$ cat src/rtl/cpc_pkg.sv
package cpc_pkg;

    typedef enum logic [2:0] {
        SEQ_RUN,
        SEQ_PG_WAIT,
        SEQ_RST_HOLD,
        SEQ_DN_RST,
        SEQ_DN_OFF,
        SEQ_STBY
    } seq_state_e;

    typedef logic [1:0] stat_code_t;

    localparam stat_code_t CODE_RUN  = 2'd0;
    localparam stat_code_t CODE_UP   = 2'd1;
    localparam stat_code_t CODE_DOWN = 2'd2;
    localparam stat_code_t CODE_STBY = 2'd3;

    localparam int unsigned OFS_WAKE  = 32'h010;
    localparam int unsigned OFS_STAT  = 32'h040;
    localparam int unsigned OFS_CTL0  = 32'h100;
    localparam int unsigned CTL_PITCH = 32'h010;
    localparam int unsigned OFS_DBG   = 32'h180;

    localparam int unsigned DBG_OTHER_BIT  = 24;
    localparam int unsigned DBG_CORE_LSB   = 20;
    localparam int unsigned DBG_PERIPH_BIT = 19;

    localparam logic [31:0] ARM_VALUE = 32'd3;

    typedef struct packed {
        logic       pwr_en;
        logic       rst;
        stat_code_t code;
        logic       wake_ack;
        logic       stby_ack;
    } seq_out_t;

    function automatic stat_code_t code_of(seq_state_e s);
        case (s)
            SEQ_RUN:                   return CODE_RUN;
            SEQ_PG_WAIT, SEQ_RST_HOLD: return CODE_UP;
            SEQ_DN_RST, SEQ_DN_OFF:    return CODE_DOWN;
            default:                   return CODE_STBY;
        endcase
    endfunction

    function automatic int unsigned ctl_ofs(int unsigned n);
        return OFS_CTL0 + CTL_PITCH * n;
    endfunction

    function automatic logic [31:0] dbg_mask(int unsigned n);
        logic [31:0] m;
        m = '0;
        m[DBG_OTHER_BIT]  = 1'b1;
        m[DBG_PERIPH_BIT] = 1'b1;
        for (int unsigned k = 0; k < n; k++) begin
            m[DBG_CORE_LSB + k] = 1'b1;
        end
        return m;
    endfunction

endpackage

$ cat src/rtl/cpc_core_seq.sv
module cpc_core_seq
    import cpc_pkg::*;
#(
    parameter int unsigned HOLD_CYC = 4,
    parameter bit          BOOT_RUN = 1'b0
) (
    input  logic     clk,
    input  logic     rst,
    input  logic     wake_req,
    input  logic     stby_armed,
    input  logic     wfi,
    input  logic     pgood,
    output seq_out_t out
);

    localparam int unsigned CNT_W = (HOLD_CYC > 1) ? $clog2(HOLD_CYC) : 1;
    localparam logic [CNT_W-1:0] CNT_LAST = CNT_W'(HOLD_CYC - 1);

    seq_state_e       state_q;
    logic [CNT_W-1:0] cnt_q;

    always_ff @(posedge clk) begin
        if (rst) begin
            state_q <= BOOT_RUN ? SEQ_RUN : SEQ_STBY;
            cnt_q   <= '0;
        end else begin
            case (state_q)
                SEQ_STBY: begin
                    if (wake_req) state_q <= SEQ_PG_WAIT;
                end
                SEQ_PG_WAIT: begin
                    if (pgood) begin
                        state_q <= SEQ_RST_HOLD;
                        cnt_q   <= '0;
                    end
                end
                SEQ_RST_HOLD: begin
                    if (cnt_q == CNT_LAST) begin
                        state_q <= SEQ_RUN;
                    end else begin
                        cnt_q <= cnt_q + 1'b1;
                    end
                end
                SEQ_RUN: begin
                    if (stby_armed && wfi) state_q <= SEQ_DN_RST;
                end
                SEQ_DN_RST: begin
                    state_q <= SEQ_DN_OFF;
                end
                SEQ_DN_OFF: begin
                    if (!pgood) state_q <= SEQ_STBY;
                end
                default: state_q <= SEQ_STBY;
            endcase
        end
    end

    always_comb begin
        out.pwr_en   = !((state_q == SEQ_STBY) || (state_q == SEQ_DN_OFF));
        out.rst      = (state_q != SEQ_RUN);
        out.code     = code_of(state_q);
        out.wake_ack = (state_q == SEQ_RUN) && wake_req;
        out.stby_ack = (state_q == SEQ_DN_OFF) && !pgood;
    end

endmodule

$ cat src/rtl/cpc_regs.sv
module cpc_regs
    import cpc_pkg::*;
#(
    parameter int unsigned NUM_CORES = 4,
    parameter int unsigned ADDR_W    = 12
) (
    input  logic                   clk,
    input  logic                   rst,
    input  logic                   bus_wr_en,
    input  logic [ADDR_W-1:0]      bus_addr,
    input  logic [31:0]            bus_wdata,
    output logic [31:0]            bus_rdata,
    input  logic [NUM_CORES-1:0]   wake_ack,
    input  logic [NUM_CORES-1:0]   stby_ack,
    input  logic [2*NUM_CORES-1:0] code_flat,
    output logic [NUM_CORES-1:0]   wake_q,
    output logic [NUM_CORES-1:0]   armed_q
);

    localparam logic [31:0] DBG_MASK = dbg_mask(NUM_CORES);

    logic        hit_wake;
    logic        hit_dbg;
    logic [31:0] dbg_q;
    logic [31:0] stat_word;

    assign hit_wake = bus_wr_en && (bus_addr == ADDR_W'(OFS_WAKE));
    assign hit_dbg  = bus_wr_en && (bus_addr == ADDR_W'(OFS_DBG));

    always_ff @(posedge clk) begin
        if (rst) begin
            wake_q  <= '0;
            armed_q <= '0;
            dbg_q   <= '0;
        end else begin
            for (int i = 0; i < NUM_CORES; i++) begin
                if (hit_wake && bus_wdata[i]) begin
                    wake_q[i] <= 1'b1;
                end else if (wake_ack[i]) begin
                    wake_q[i] <= 1'b0;
                end
                if (bus_wr_en && (bus_addr == ADDR_W'(ctl_ofs(i)))) begin
                    armed_q[i] <= (bus_wdata == ARM_VALUE);
                end else if (stby_ack[i]) begin
                    armed_q[i] <= 1'b0;
                end
            end
            if (hit_dbg) dbg_q <= bus_wdata & DBG_MASK;
        end
    end

    always_comb begin
        stat_word = '0;
        for (int i = 0; i < NUM_CORES; i++) begin
            stat_word[4*i +: 2] = code_flat[2*i +: 2];
        end
    end

    always_comb begin
        bus_rdata = '0;
        if (bus_addr == ADDR_W'(OFS_WAKE)) bus_rdata = 32'(wake_q);
        if (bus_addr == ADDR_W'(OFS_STAT)) bus_rdata = stat_word;
        if (bus_addr == ADDR_W'(OFS_DBG))  bus_rdata = dbg_q;
        for (int i = 0; i < NUM_CORES; i++) begin
            if (bus_addr == ADDR_W'(ctl_ofs(i))) begin
                bus_rdata = {30'b0, {2{armed_q[i]}}};
            end
        end
    end

endmodule

$ cat src/rtl/core_power_ctrl.sv
module core_power_ctrl
    import cpc_pkg::*;
#(
    parameter int unsigned NUM_CORES    = 4,
    parameter int unsigned ADDR_W       = 12,
    parameter int unsigned RST_HOLD_CYC = 4
) (
    input  logic                 clk,
    input  logic                 rst,
    input  logic                 bus_wr_en,
    input  logic [ADDR_W-1:0]    bus_addr,
    input  logic [31:0]          bus_wdata,
    output logic [31:0]          bus_rdata,
    input  logic [NUM_CORES-1:0] core_wfi,
    input  logic [NUM_CORES-1:0] core_pgood,
    output logic [NUM_CORES-1:0] core_pwr_en,
    output logic [NUM_CORES-1:0] core_rst
);

    logic [NUM_CORES-1:0]   wake_q;
    logic [NUM_CORES-1:0]   armed_q;
    logic [NUM_CORES-1:0]   wake_ack;
    logic [NUM_CORES-1:0]   stby_ack;
    logic [2*NUM_CORES-1:0] code_flat;

    cpc_regs #(
        .NUM_CORES (NUM_CORES),
        .ADDR_W    (ADDR_W)
    ) u_regs (
        .clk       (clk),
        .rst       (rst),
        .bus_wr_en (bus_wr_en),
        .bus_addr  (bus_addr),
        .bus_wdata (bus_wdata),
        .bus_rdata (bus_rdata),
        .wake_ack  (wake_ack),
        .stby_ack  (stby_ack),
        .code_flat (code_flat),
        .wake_q    (wake_q),
        .armed_q   (armed_q)
    );

    for (genvar g = 0; g < NUM_CORES; g++) begin : g_core
        seq_out_t so;

        cpc_core_seq #(
            .HOLD_CYC (RST_HOLD_CYC),
            .BOOT_RUN (g == 0)
        ) u_seq (
            .clk        (clk),
            .rst        (rst),
            .wake_req   (wake_q[g]),
            .stby_armed (armed_q[g]),
            .wfi        (core_wfi[g]),
            .pgood      (core_pgood[g]),
            .out        (so)
        );

        assign core_pwr_en[g]     = so.pwr_en;
        assign core_rst[g]        = so.rst;
        assign code_flat[2*g +: 2] = so.code;
        assign wake_ack[g]        = so.wake_ack;
        assign stby_ack[g]        = so.stby_ack;
    end

endmodule

$ cat config.mk
export PLATFORM = sky130hd
export DESIGN_NAME = core_power_ctrl
export DESIGN_NICKNAME = d
export VERILOG_FILES = /design/src/rtl/cpc_pkg.sv /design/src/rtl/cpc_core_seq.sv /design/src/rtl/cpc_regs.sv /design/src/rtl/core_power_ctrl.sv
export SDC_FILE = /design/constraint.sdc
export NUM_CORES = 1
export LEC_CHECK = 0
export BUFFER_PORTS_ARGS = -buffer_cell sky130_fd_sc_hd__buf_2
export CORE_ASPECT_RATIO = 0.75
export CORE_MARGIN = 2
export CORE_UTILIZATION = 45
export DETAILED_ROUTE_END_ITERATION = 8
export PLACE_DENSITY = 0.8
export SYNTH_ARGS = -nofsm -noshare
export SYNTH_HDL_FRONTEND = slang
export SYNTH_SLANG_ARGS = --single-unit
$ cat constraint.sdc
create_clock -name clk -period 2.3 [get_ports clk]
set_input_delay 0.69 -clock clk [delete_from_list [all_inputs] [get_ports clk]]
set_output_delay 0.69 -clock clk [all_outputs]
set_load 0.02 [all_outputs]
==> flow_summary_export.csv, run 1 <==
group,metric,value,unit
global_route,antenna_found_initial,0,
hold_path,holdCritPathClass,"flip-flop to flip-flop",
detailed_routing,drtPass1Iterations,4,
die,start_util,46.9,%
setup_path,worstPathMaxFanout,5,
clock_tree,cts_buffers,5,
timing,finalCriticalPeriod,2650,ps
timing,tightest_slew,646,ps
synth,synth_xor_xnor_area_share,0,%
timing,rsz0062_at_grt,"true",
die,die-area,5700,sq um
run,cap_viol_max_count,0,
finish,area_delta_synth_final,35.1,%
synth,seq_area_frac_synth,29.6,%
detailed_routing,drtIter0Drc,130,
detailed_routing,vias_per_cell,5.53,
setup_path,cp-start-kind,"input pin",
outcome,status,"complete, but fails checks",
die,boundaryPins,95,
synth,synth_compound_area_share,18.9,%
synth,synth_seq_cells,34,
timing,final_hold_viol_count,0,
place,place_area,2780,sq um
finish,drive_gt1_share,37.9,%
synth,yosysTopAreaCell,"dfxtp_1",
detailed_routing,drt-total-wl,6.42,mm
global_route,grt_pass1_wl,10.0,mm
detailed_routing,met3_length,350,microns
synth,synth_top_flop_cell,"dfxtp_1",
finish,fillers,423,
clock_tree,ctsHoldBuffers,0,
setup_path,cp_slowest_cell,"nor4_4",
synth,syn_area,2300,sq um
finish,fin_nets,433,
outcome,violations,"setup timing",
synth,synthAdderAreaFrac,2.18,%
synth,syn_area_per_cell,7.95,sq um
detailed_routing,wl_met1,2.83,mm
setup_path,cp-end-kind,"output port",
power_and_ir_drop,power_density,474,nW/um^2
setup_path,worst_path_most_repeated_cell,"buf_4",
detailed_routing,num_vias,2404,
timing,max_clock_freq,377,MHz
synth,yosysWarnings,0,
clock_tree,clock_path_buffers,2,
finish,diodes,0,
timing,fin_ws,-353,ps
clock_tree,clock_latency,280,ps
timing,fin_crit_sh,115,%
global_route,grt_max_degree,35,
die,die_w,86.5,microns
detailed_routing,drt-wirelength-per-cell,14.8,microns
global_route,grt.total_usage,21.9,%
power_and_ir_drop,ir_worst_vdd,0.338,mV
setup_path,arrival,1960,ps
die,die_h,65.9,microns
setup_path,crit_buf_inv,3,
setup_path,critPathKind,"input pin to output port",
synth,synth_mux_area_share,4.03,%
global_route,grt_pass1_vias,2186,
place,portBuffers,78,
finish,final_util,63.4,%
detailed_routing,wl_met2,3.11,mm
timing,maxSlewViolCount,0,
timing,fin_skew,4.08,ps
setup_path,critPathTopFamily,"simple AND/OR/NAND/NOR gates",
global_route,grt-ovfl-total,0,
synth,synthTopCellsByArea,"dfxtp_1, a21oi_1, buf_4",
clock_tree,cts_root_buffer,"clkbuf_8",
place,gp_congestion,0.818,
setup_path,worstPathRequired,1610,ps
finish,design_area,3110,sq um
timing,maxSlewHeadroom,56.9,%
synth,synthSimpleGateAreaFrac,33.6,%
clock_tree,cts_sinks,34,
setup_path,slowest_delay,400,ps
detailed_routing,post-route-drc-count,0,
synth,postSynth.asyncResetShare,0,%
synth,netlist_instances,289,
synth,synth.top_cell.area_share,29.6,%
setup_path,crit_path_cell_trace,"buf_8 > nor4_4 > and4_1 > buf_4 > and2_2 > buf_4",
die,placementRows,22,
synth,yosysUniqueCellTypes,58,
synth,synth_edf_count,0,
timing,setup_viol_count_final,16,
power_and_ir_drop,leakage,0.00137,uW
timing,setup_tns,-4560,ps
detailed_routing,drtAntennaViolNets,0,
clock_tree,htreeDepth,2,
die,core_region_area,4900,sq um
place,dp_hpwl,4.55,mm
clock_tree,tritoncts,"yes",
clock_tree,clk_pin_slew,70,ps
detailed_routing,highest_layer,"met4",
synth,synth_top_family_by_area,"simple AND/OR/NAND/NOR gates",
-- layer usage --
layer	track usage, %	up-vias
met3	5.49	12
li1	-	1189
met4	6.25	0
met5	0	-
met1	28.1	1119
met2	36.5	84
-- worst paths after layout --
check / slack, ps / start / cells after the start / end
setup / recovery: -350 / bus_addr[10] / 6 / bus_rdata[2]
hold / removal: 480 / u_regs.dbg_q[20] / 2 / u_regs.dbg_q[20]
setup reg to reg: 640 / g_core[3].u_seq.state_q[0] / 4 / g_core[3].u_seq.state_q[0]
hold reg to reg: 480 / u_regs.dbg_q[20] / 2 / u_regs.dbg_q[20]
-- cells by family after synthesis --
family | after synthesis
fa+ha+maj | 4
compound gates | 68
other cells | 1
mux | 8
flops | 34
simple gates | 128
buf+inv | 46
-- cells in the final DEF, fill, tap and decap left out, types with 4 or more instances in the layout --
| cell | instances |
|---|---|
| nand3_1 | 10 |
| a21o_2 | 4 |
| nor2_1 | 30 |
| conb_1 | 16 |
| dfxtp_1 | 34 |
| nand2_1 | 14 |
| nand3b_1 | 5 |
| mux2i_1 | 7 |
| nand4_1 | 6 |
| a21oi_1 | 27 |
| ha_1 | 4 |
| clkbuf_8 | 6 |
| nor4_1 | 6 |
| buf_2 | 56 |
| and2_4 | 6 |
| nand2b_1 | 6 |
| buf_4 | 22 |
| nor3_1 | 4 |
| o21ai_0 | 8 |
| inv_1 | 10 |
| buf_6 | 19 |
-- through the flow --
stage	instances	power [uW]	hold WS [ps]	setup WS [ps]
after floorplan	304	895	453	-89.0
after global placement	423	996	465	-286
after detailed placement	423	1010	469	-295
after CTS	434	1470	479	-237
after global routing	435	1550	518	-387
final	435	1470	481	-353
-- timing repair --
action | in CTS | in global routing
cloned | 0 | 0
resized for setup | 47 | 8
pin swaps | 15 | 7
buffers inserted | 3 | 1
endpoints found under the setup margin | 16 | 16
-- area by class of cell --
cell class                      instances  area, sq um  share of cell area [%]
Timing Repair Buffer                   99          689                    22.2
Multi-Input combinational cell        224         1530                    49.3
Clock inverter                          1         5.00                   0.161
Tap cell                               60         75.1                    2.42
Inverter                               10         37.5                    1.21
Sequential cell                        34          681                    21.9
Clock buffer                            7         86.3                    2.78
-- where the power goes --
| part | leakage, uW | total [uW] | switching (uW) | internal [uW] |
|---|---|---|---|---|
| Combinational | 0.00105 | 372 | 212 | 161 |
| Sequential | 0.000274 | 642 | 33.0 | 609 |
| Clock | 0.0000482 | 457 | 215 | 242 |
| Total | 0.00137 | 1470 | 460 | 1010 |
-- synth_stat cells (5+ instances only) --
cell / number
nand3b_1: 5
buf_4: 18
nand2b_1: 6
mux2i_1: 7
nor3_1: 8
nand4_1: 6
o21ai_0: 8
buf_2: 6
inv_1: 10
nor2_1: 32
a21oi_1: 28
nand2_1: 14
nor4_1: 6
clkbuf_1: 9
dfxtp_1: 34
and2_1: 9
nand3_1: 11
-- worst reg2reg max path: stages, from the launching register on --
cell and delay, ps:
dfxtp_1 580, or3_1 230, a21oi_1 80, or4_1 480, a21o_1 180
No activity file was read; power rests on OpenSTA's default activity.
==> run 2: changes to the inputs <==
--- a/config.mk
+++ b/config.mk
@@ -10,7 +10,9 @@
 export CORE_MARGIN = 2
 export CORE_UTILIZATION = 45
 export DETAILED_ROUTE_END_ITERATION = 8
+export MAX_ROUTING_LAYER = met4
 export PLACE_DENSITY = 0.8
+export REMOVE_ABC_BUFFERS = 1
 export SYNTH_ARGS = -nofsm -noshare
 export SYNTH_HDL_FRONTEND = slang
 export SYNTH_SLANG_ARGS = --single-unit
==> run 2 against run 1 <==
The flow still finishes with violations (setup timing). Hold slack improved by 2.2 ps. Sequential cell count unchanged. Combinational power is 2% lower. Wire length is 0.79% higher. Power down 3.4%. Cell count increased by 1.8%. Sequential share of layout area is 0.40 points lower. Critical path depth grew 1. Clock skew is 0.89 ps lower.
==> flow_summary_export.csv, run 2 (synthesis gave the netlist of run 1 again) <==
group,metric,value,unit
global_route,grt_max_degree,35,
global_route,grt_pass1_wl,10.2,mm
clock_tree,cts_root_buffer,"clkbuf_8",
detailed_routing,drtIter0Drc,165,
detailed_routing,vias_per_cell,5.60,
place,pre_cts_slack,-356,ps
power_and_ir_drop,power_density,450,nW/um^2
power_and_ir_drop,p_clk_share,29.1,%
setup_path,worstPathRequired,1610,ps
power_and_ir_drop,p_sw,446,uW
power_and_ir_drop,leakage,0.00140,uW
timing,maxSlewViolCount,0,
timing,finalCriticalPeriod,2580,ps
global_route,antenna_found_initial,0,
setup_path,cp-start-kind,"input pin",
global_route,grt.total_usage,23.5,%
power_and_ir_drop,seq_power_share,45.3,%
place,gp_congestion,0.897,
finish,area_delta_synth_final,37.6,%
setup_path,r2r-end,"g_core[3].u_seq.state_q[0]",
finish,fin_nets,442,
place,portBuffers,78,
outcome,status,"complete, but fails checks",
clock_tree,clock_latency,290,ps
global_route,grt_pass1_vias,2170,
setup_path,slowest_delay,330,ps
die,core_region_area,4900,sq um
timing,tightest_slew,632,ps
hold_path,min-delay-start,"u_regs.dbg_q[23]",
setup_path,reg2reg_from,"g_core[3].u_seq.state_q[0]",
die,die_w,86.5,microns
timing,fin_ws,-276,ps
die,start_util,46.9,%
detailed_routing,post-route-drc-count,0,
place,dp_hpwl,4.46,mm
setup_path,worstPathMaxFanout,7,
timing,final_hold_viol_count,0,
timing,max_clock_freq,388,MHz
power_and_ir_drop,ir_worst_vdd,0.544,mV
finish,final_cell_mix,"buf_2, dfxtp_1, nor2_1",
setup_path,crit_buf_inv,3,
die,boundaryPins,95,
timing,fin_crit_sh,112,%
setup_path,arrival,1890,ps
detailed_routing,drtPass1Iterations,5,
power_and_ir_drop,internal_power,976,uW
clock_tree,htreeDepth,2,
die,placementRows,22,
setup_path,cp_slowest_cell,"nor4_4",
die,die_h,65.9,microns
timing,maxSlewHeadroom,57.9,%
setup_path,crit_path_cell_trace,"buf_6 > nor4_4 > nand3_1 > buf_6 > a21boi_2 > o21ai_1 > buf_4",
hold_path,holdCritPathClass,"flip-flop to flip-flop",
finish,diodes,0,
setup_path,ff2ff_path_depth,4,
power_and_ir_drop,p_total,1420,uW
finish,drive_gt1_share,38.9,%
clock_tree,cts_buffers,5,
power_and_ir_drop,pwr-share-comb,25.6,%
die,die-area,5700,sq um
hold_path,hold_depth,2,
detailed_routing,drtAntennaViolNets,0,
global_route,grt-ovfl-total,0,
timing,fin_skew,3.19,ps
power_and_ir_drop,p_sw_share,31.4,%
clock_tree,cts_sinks,34,
detailed_routing,drt-wirelength-per-cell,14.6,microns
clock_tree,ctsHoldBuffers,0,
setup_path,cp-end-kind,"output port",
finish,final_common_cell,"buf_2",
timing,rsz0062_at_grt,"true",
setup_path,critPathTopFamily,"simple AND/OR/NAND/NOR gates",
setup_path,critPathKind,"input pin to output port",
setup_path,ff2ff_setup_slack,650,ps
clock_tree,clock_path_buffers,2,
run,cap_viol_max_count,0,
outcome,violations,"setup timing",
setup_path,worst_path_most_repeated_cell,"buf_6",
timing,setup_viol_count_final,16,
detailed_routing,num_vias,2479,
clock_tree,clk_pin_slew,60,ps
clock_tree,tritoncts,"yes",
detailed_routing,drt-total-wl,6.47,mm
hold_path,min_to,"u_regs.dbg_q[23]",
## run 2: worst min-delay path, stage by stage (launching register included)
cell and delay [ps]:
dfxtp_1 310, o21ai_0 60, a21oi_1 60
## run 2: final cells by class
cell class | count | area (sq um)
Fill cell | 407 | 1740
Multi-Input combinational cell | 225 | 1540
Timing Repair Buffer | 107 | 757
Sequential cell | 34 | 681
Clock buffer | 7 | 76.3
Tap cell | 60 | 75.1
Inverter | 10 | 37.5
## run 2: per-stage QoR
step	utilization [%]	hold WS [ps]	cells	TNS, ps	instance area [sq um]
2_1_floorplan	-	443	268	-1190	2130
3_3_place_gp	55.2	458	421	-3940	2710
3_5_place_dp	55.2	466	421	-4290	2710
4_1_cts	63.8	479	440	-2830	3130
5_1_grt	64.6	514	443	-4110	3160
6_report	64.6	484	443	-3060	3160
## run 2: how the worst max path moves through the flow
stage / from / endpoint / slack, ps / cells after the start
2_1_floorplan: bus_addr[9] / bus_rdata[1] / -220 / 4
3_3_place_gp: bus_addr[9] / bus_rdata[3] / -300 / 6
3_5_place_dp: bus_addr[9] / bus_rdata[1] / -360 / 6
4_1_cts: bus_addr[10] / bus_rdata[1] / -260 / 7
5_1_grt: bus_addr[8] / bus_rdata[1] / -340 / 8
6_report: bus_addr[0] / bus_rdata[1] / -280 / 7
## run 2: layer usage
layer	vias up	wire, microns	GRT usage (%)
li1	1210	-	-
met1	1145	2850	30.2
met2	110	3040	36.3
met3	14	446	5.74
met4	0	132	8.40
met5	-	0	-
## run 2: power by group through the flow
stage                     Sequential [uW]  Combinational, uW  Clock [uW]
after global placement                655                334           0
final                                 644                365         414
after floorplan                       661                192           0
after global routing                  649                403         454
after CTS                             644                360         427
after detailed placement              658                341           0
## run 2: what timing repair did
item / CTS / global route
buffers inserted: 11 / 3
pin swaps: 19 / 8
endpoints found under the setup margin: 16 / 16
gates cloned: 1 / 0
hold endpoints to repair: 0 / 0
gates resized for setup: 67 / 4
==> run 3: changes to the inputs <==
--- a/config.mk
+++ b/config.mk
@@ -5,13 +5,14 @@
 export SDC_FILE = /design/constraint.sdc
 export NUM_CORES = 1
 export LEC_CHECK = 0
+export ABC_AREA = 1
 export BUFFER_PORTS_ARGS = -buffer_cell sky130_fd_sc_hd__buf_2
 export CORE_ASPECT_RATIO = 0.75
 export CORE_MARGIN = 2
 export CORE_UTILIZATION = 45
 export DETAILED_ROUTE_END_ITERATION = 8
 export MAX_ROUTING_LAYER = met4
-export PLACE_DENSITY = 0.8
+export PLACE_DENSITY = 0.79
 export REMOVE_ABC_BUFFERS = 1
 export SYNTH_ARGS = -nofsm -noshare
 export SYNTH_HDL_FRONTEND = slang
==> run 3 against run 2 <==
The run still ends with setup timing left. Design area grew 3.5%. Power grew 59%. Critical endpoint is now bus_rdata[0]. Critical path depth grew 2. Clock power grew 12%. Clock-buffer cell count is the same. Global-route usage grew 0.15 points. Die area grew 5.1%. Sequential cell count is the same. Combinational power grew to 2.6 times the previous value. Worst setup slack gained 130 ps.
==> flow_summary_export.csv, run 3 <==
group,metric,value,unit
synth,synth_edf_count,0,
finish,area_delta_synth_final,35.2,%
synth,synth_common_cells,"nand2_1, nor2_1, inv_1, dfxtp_1, nand3_1",
timing,final_hold_viol_count,0,
die,die_w,88.7,microns
timing,max_clock_freq,409,MHz
synth,yosysTopAreaCell,"dfxtp_1",
detailed_routing,drtIter0Drc,222,
power_and_ir_drop,ir_worst_vdd,0.404,mV
synth,netlist_instances,396,
setup_path,worstPathRequired,1610,ps
global_route,grt_pass1_wl,10.7,mm
detailed_routing,drtAntennaViolNets,0,
setup_path,arrival,1760,ps
clock_tree,clock_path_buffers,2,
global_route,grt_pass1_vias,2463,
timing,setup_tns,-1370,ps
detailed_routing,drt-total-wl,6.68,mm
setup_path,crit_buf_inv,3,
synth,yosysUniqueCellTypes,29,
synth,synth_top_flop_cell,"dfxtp_1",
outcome,status,"complete, but fails checks",
timing,fin_skew,5.00,ps
synth,yosysWarnings,0,
timing,setup_viol_count_final,16,
global_route,grt.met3_usage,4.03,%
global_route,grt_max_degree,25,
setup_path,slowest_delay,190,ps
die,core_region_area,5270,sq um
detailed_routing,post-route-drc-count,0,
setup_path,crit_path_cell_trace,"buf_2 > nor2_4 > nand2_4 > nor2_4 > buf_6 > nand3_1 > nand2_1 > nand4_1 > buf_6",
hold_path,holdCritPathClass,"flip-flop to flip-flop",
synth,syn_area_per_cell,6.12,sq um
synth,postSynth.asyncResetShare,0,%
clock_tree,cts_buffers,5,
detailed_routing,drtPass1Iterations,4,
setup_path,cp-end-kind,"output port",
timing,fin_ws,-147,ps
detailed_routing,drt-wirelength-per-cell,11.9,microns
clock_tree,cts_root_buffer,"clkbuf_8",
finish,drive_gt1_share,30.3,%
die,start_util,46.0,%
synth,seq_area_frac_synth,28.1,%
global_route,grt.met2_usage,38.7,%
setup_path,critPathTopFamily,"simple AND/OR/NAND/NOR gates",
finish,diodes,0,
setup_path,critPathKind,"input pin to output port",
setup_path,cp-start-kind,"input pin",
timing,finalCriticalPeriod,2450,ps
clock_tree,ctsHoldBuffers,0,
finish,fin_nets,546,
synth,yosysMostFrequentCell,"nand2_1",
synth,syn_area,2420,sq um
clock_tree,tritoncts,"yes",
clock_tree,clock_latency,290,ps
power_and_ir_drop,leakage,0.00159,uW
die,placementRows,23,
power_and_ir_drop,power_density,690,nW/um^2
die,die-area,5990,sq um
detailed_routing,num_vias,2745,
timing,fin_crit_sh,106,%
global_route,grt_use_met1,29.1,%
clock_tree,clk_pin_slew,70,ps
run,cap_viol_max_count,0,
timing,maxSlewViolCount,0,
clock_tree,cts_sinks,34,
outcome,violations,"setup timing",
clock_tree,htreeDepth,2,
timing,rsz0062_at_grt,"true",
die,boundaryPins,95,
global_route,antenna_found_initial,0,
global_route,grt.total_usage,23.7,%
finish,final_util,62.2,%
synth,synth.top_cell.area_share,28.1,%
die,die_h,67.5,microns
finish,final_common_cell,"nand2_1",
detailed_routing,vias_per_cell,4.88,
place,dp_hpwl,4.83,mm
setup_path,cp_slowest_cell,"nor2_4",
global_route,gr-max-usage-layer,"met2",
setup_path,worstPathMaxFanout,4,
place,gp_congestion,0.898,
synth,synth_seq_cells,34,
synth,synthTopCellsByArea,"dfxtp_1, nand2_1, nor2_1",
global_route,grt-ovfl-total,0,
finish,final_cell_mix,"nand2_1, nor2_1, buf_2",
place,portBuffers,78,
## run 3: cell families (layout without fill, tap and decap cells)
logic type	Yosys count	after routing	share of synthesized area, %
and+or+nand+nor	232	232	44.6
adders and majority gates	4	4	2.07
other	1	16	0.155
DFF	34	34	28.1
buffers and inverters	75	152	14.3
AOI/OAI and AO/OA	50	50	10.7
## run 3: power breakdown
group          total (uW)  internal [uW]  leakage, uW  switching (uW)
registers             840            694     0.000276             147
logic                 956            337      0.00127             619
clock network         463            241    0.0000482             221
## run 3: stage by stage
stage          setup slack (ps)  cell area [sq um]  std cells  hold WS [ps]  total power [uW]
6_report                   -147               3270        563           450              2260
5_1_grt                    -201               3270        563           471              2460
4_1_cts                    -104               3190        561           449              2250
3_5_place_dp               -157               2890        552           438              1760
3_3_place_gp               -192               2890        552           437              1720
2_1_floorplan              -132               2330        388           430              1500
## run 3: final timing paths
kind                         startpoint  slack [ps]  cells past startpoint               end
min reg2reg            u_regs.dbg_q[19]         450                      2  u_regs.dbg_q[19]
min                    u_regs.dbg_q[19]         450                      2  u_regs.dbg_q[19]
max                         bus_addr[1]        -150                      9      bus_rdata[0]
max reg2reg  g_core[0].u_seq.state_q[0]         940                      9         flip-flop
## run 3: routing by layer
layer	up-vias	routed length, microns	share of wire, %
met3	11	436	6.5
met1	1235	2970	44
met2	91	3150	47
met4	0	133	2.0
li1	1408	-	-
met5	-	0	0
## run 3: timing repair
item,CTS,global route
pin swaps,9,13
endpoints found under the setup margin,16,16
resized for setup,54,17
setup buffers,1,2
## run 3: layout make-up
| cell class | count | area, sq um |
|---|---|---|
| Fill cell | 499 | 1990 |
| Multi-Input combinational cell | 302 | 1590 |
| Sequential cell | 34 | 681 |
| Timing Repair Buffer | 92 | 616 |
| Inverter | 52 | 200 |
| Tap cell | 75 | 93.8 |
| Clock buffer | 7 | 86.3 |
| Clock inverter | 1 | 5.00 |
## run 3: worst reg2reg max path: stages (launching register included)
cell and delay (ps):
dfxtp_1 490, inv_2 90, nand2_1 120, nor2_1 60
nand2_1 60, nand2_1 70, nor2_2 170, nand3_1 90
nand2_1 70, nor2_1 40
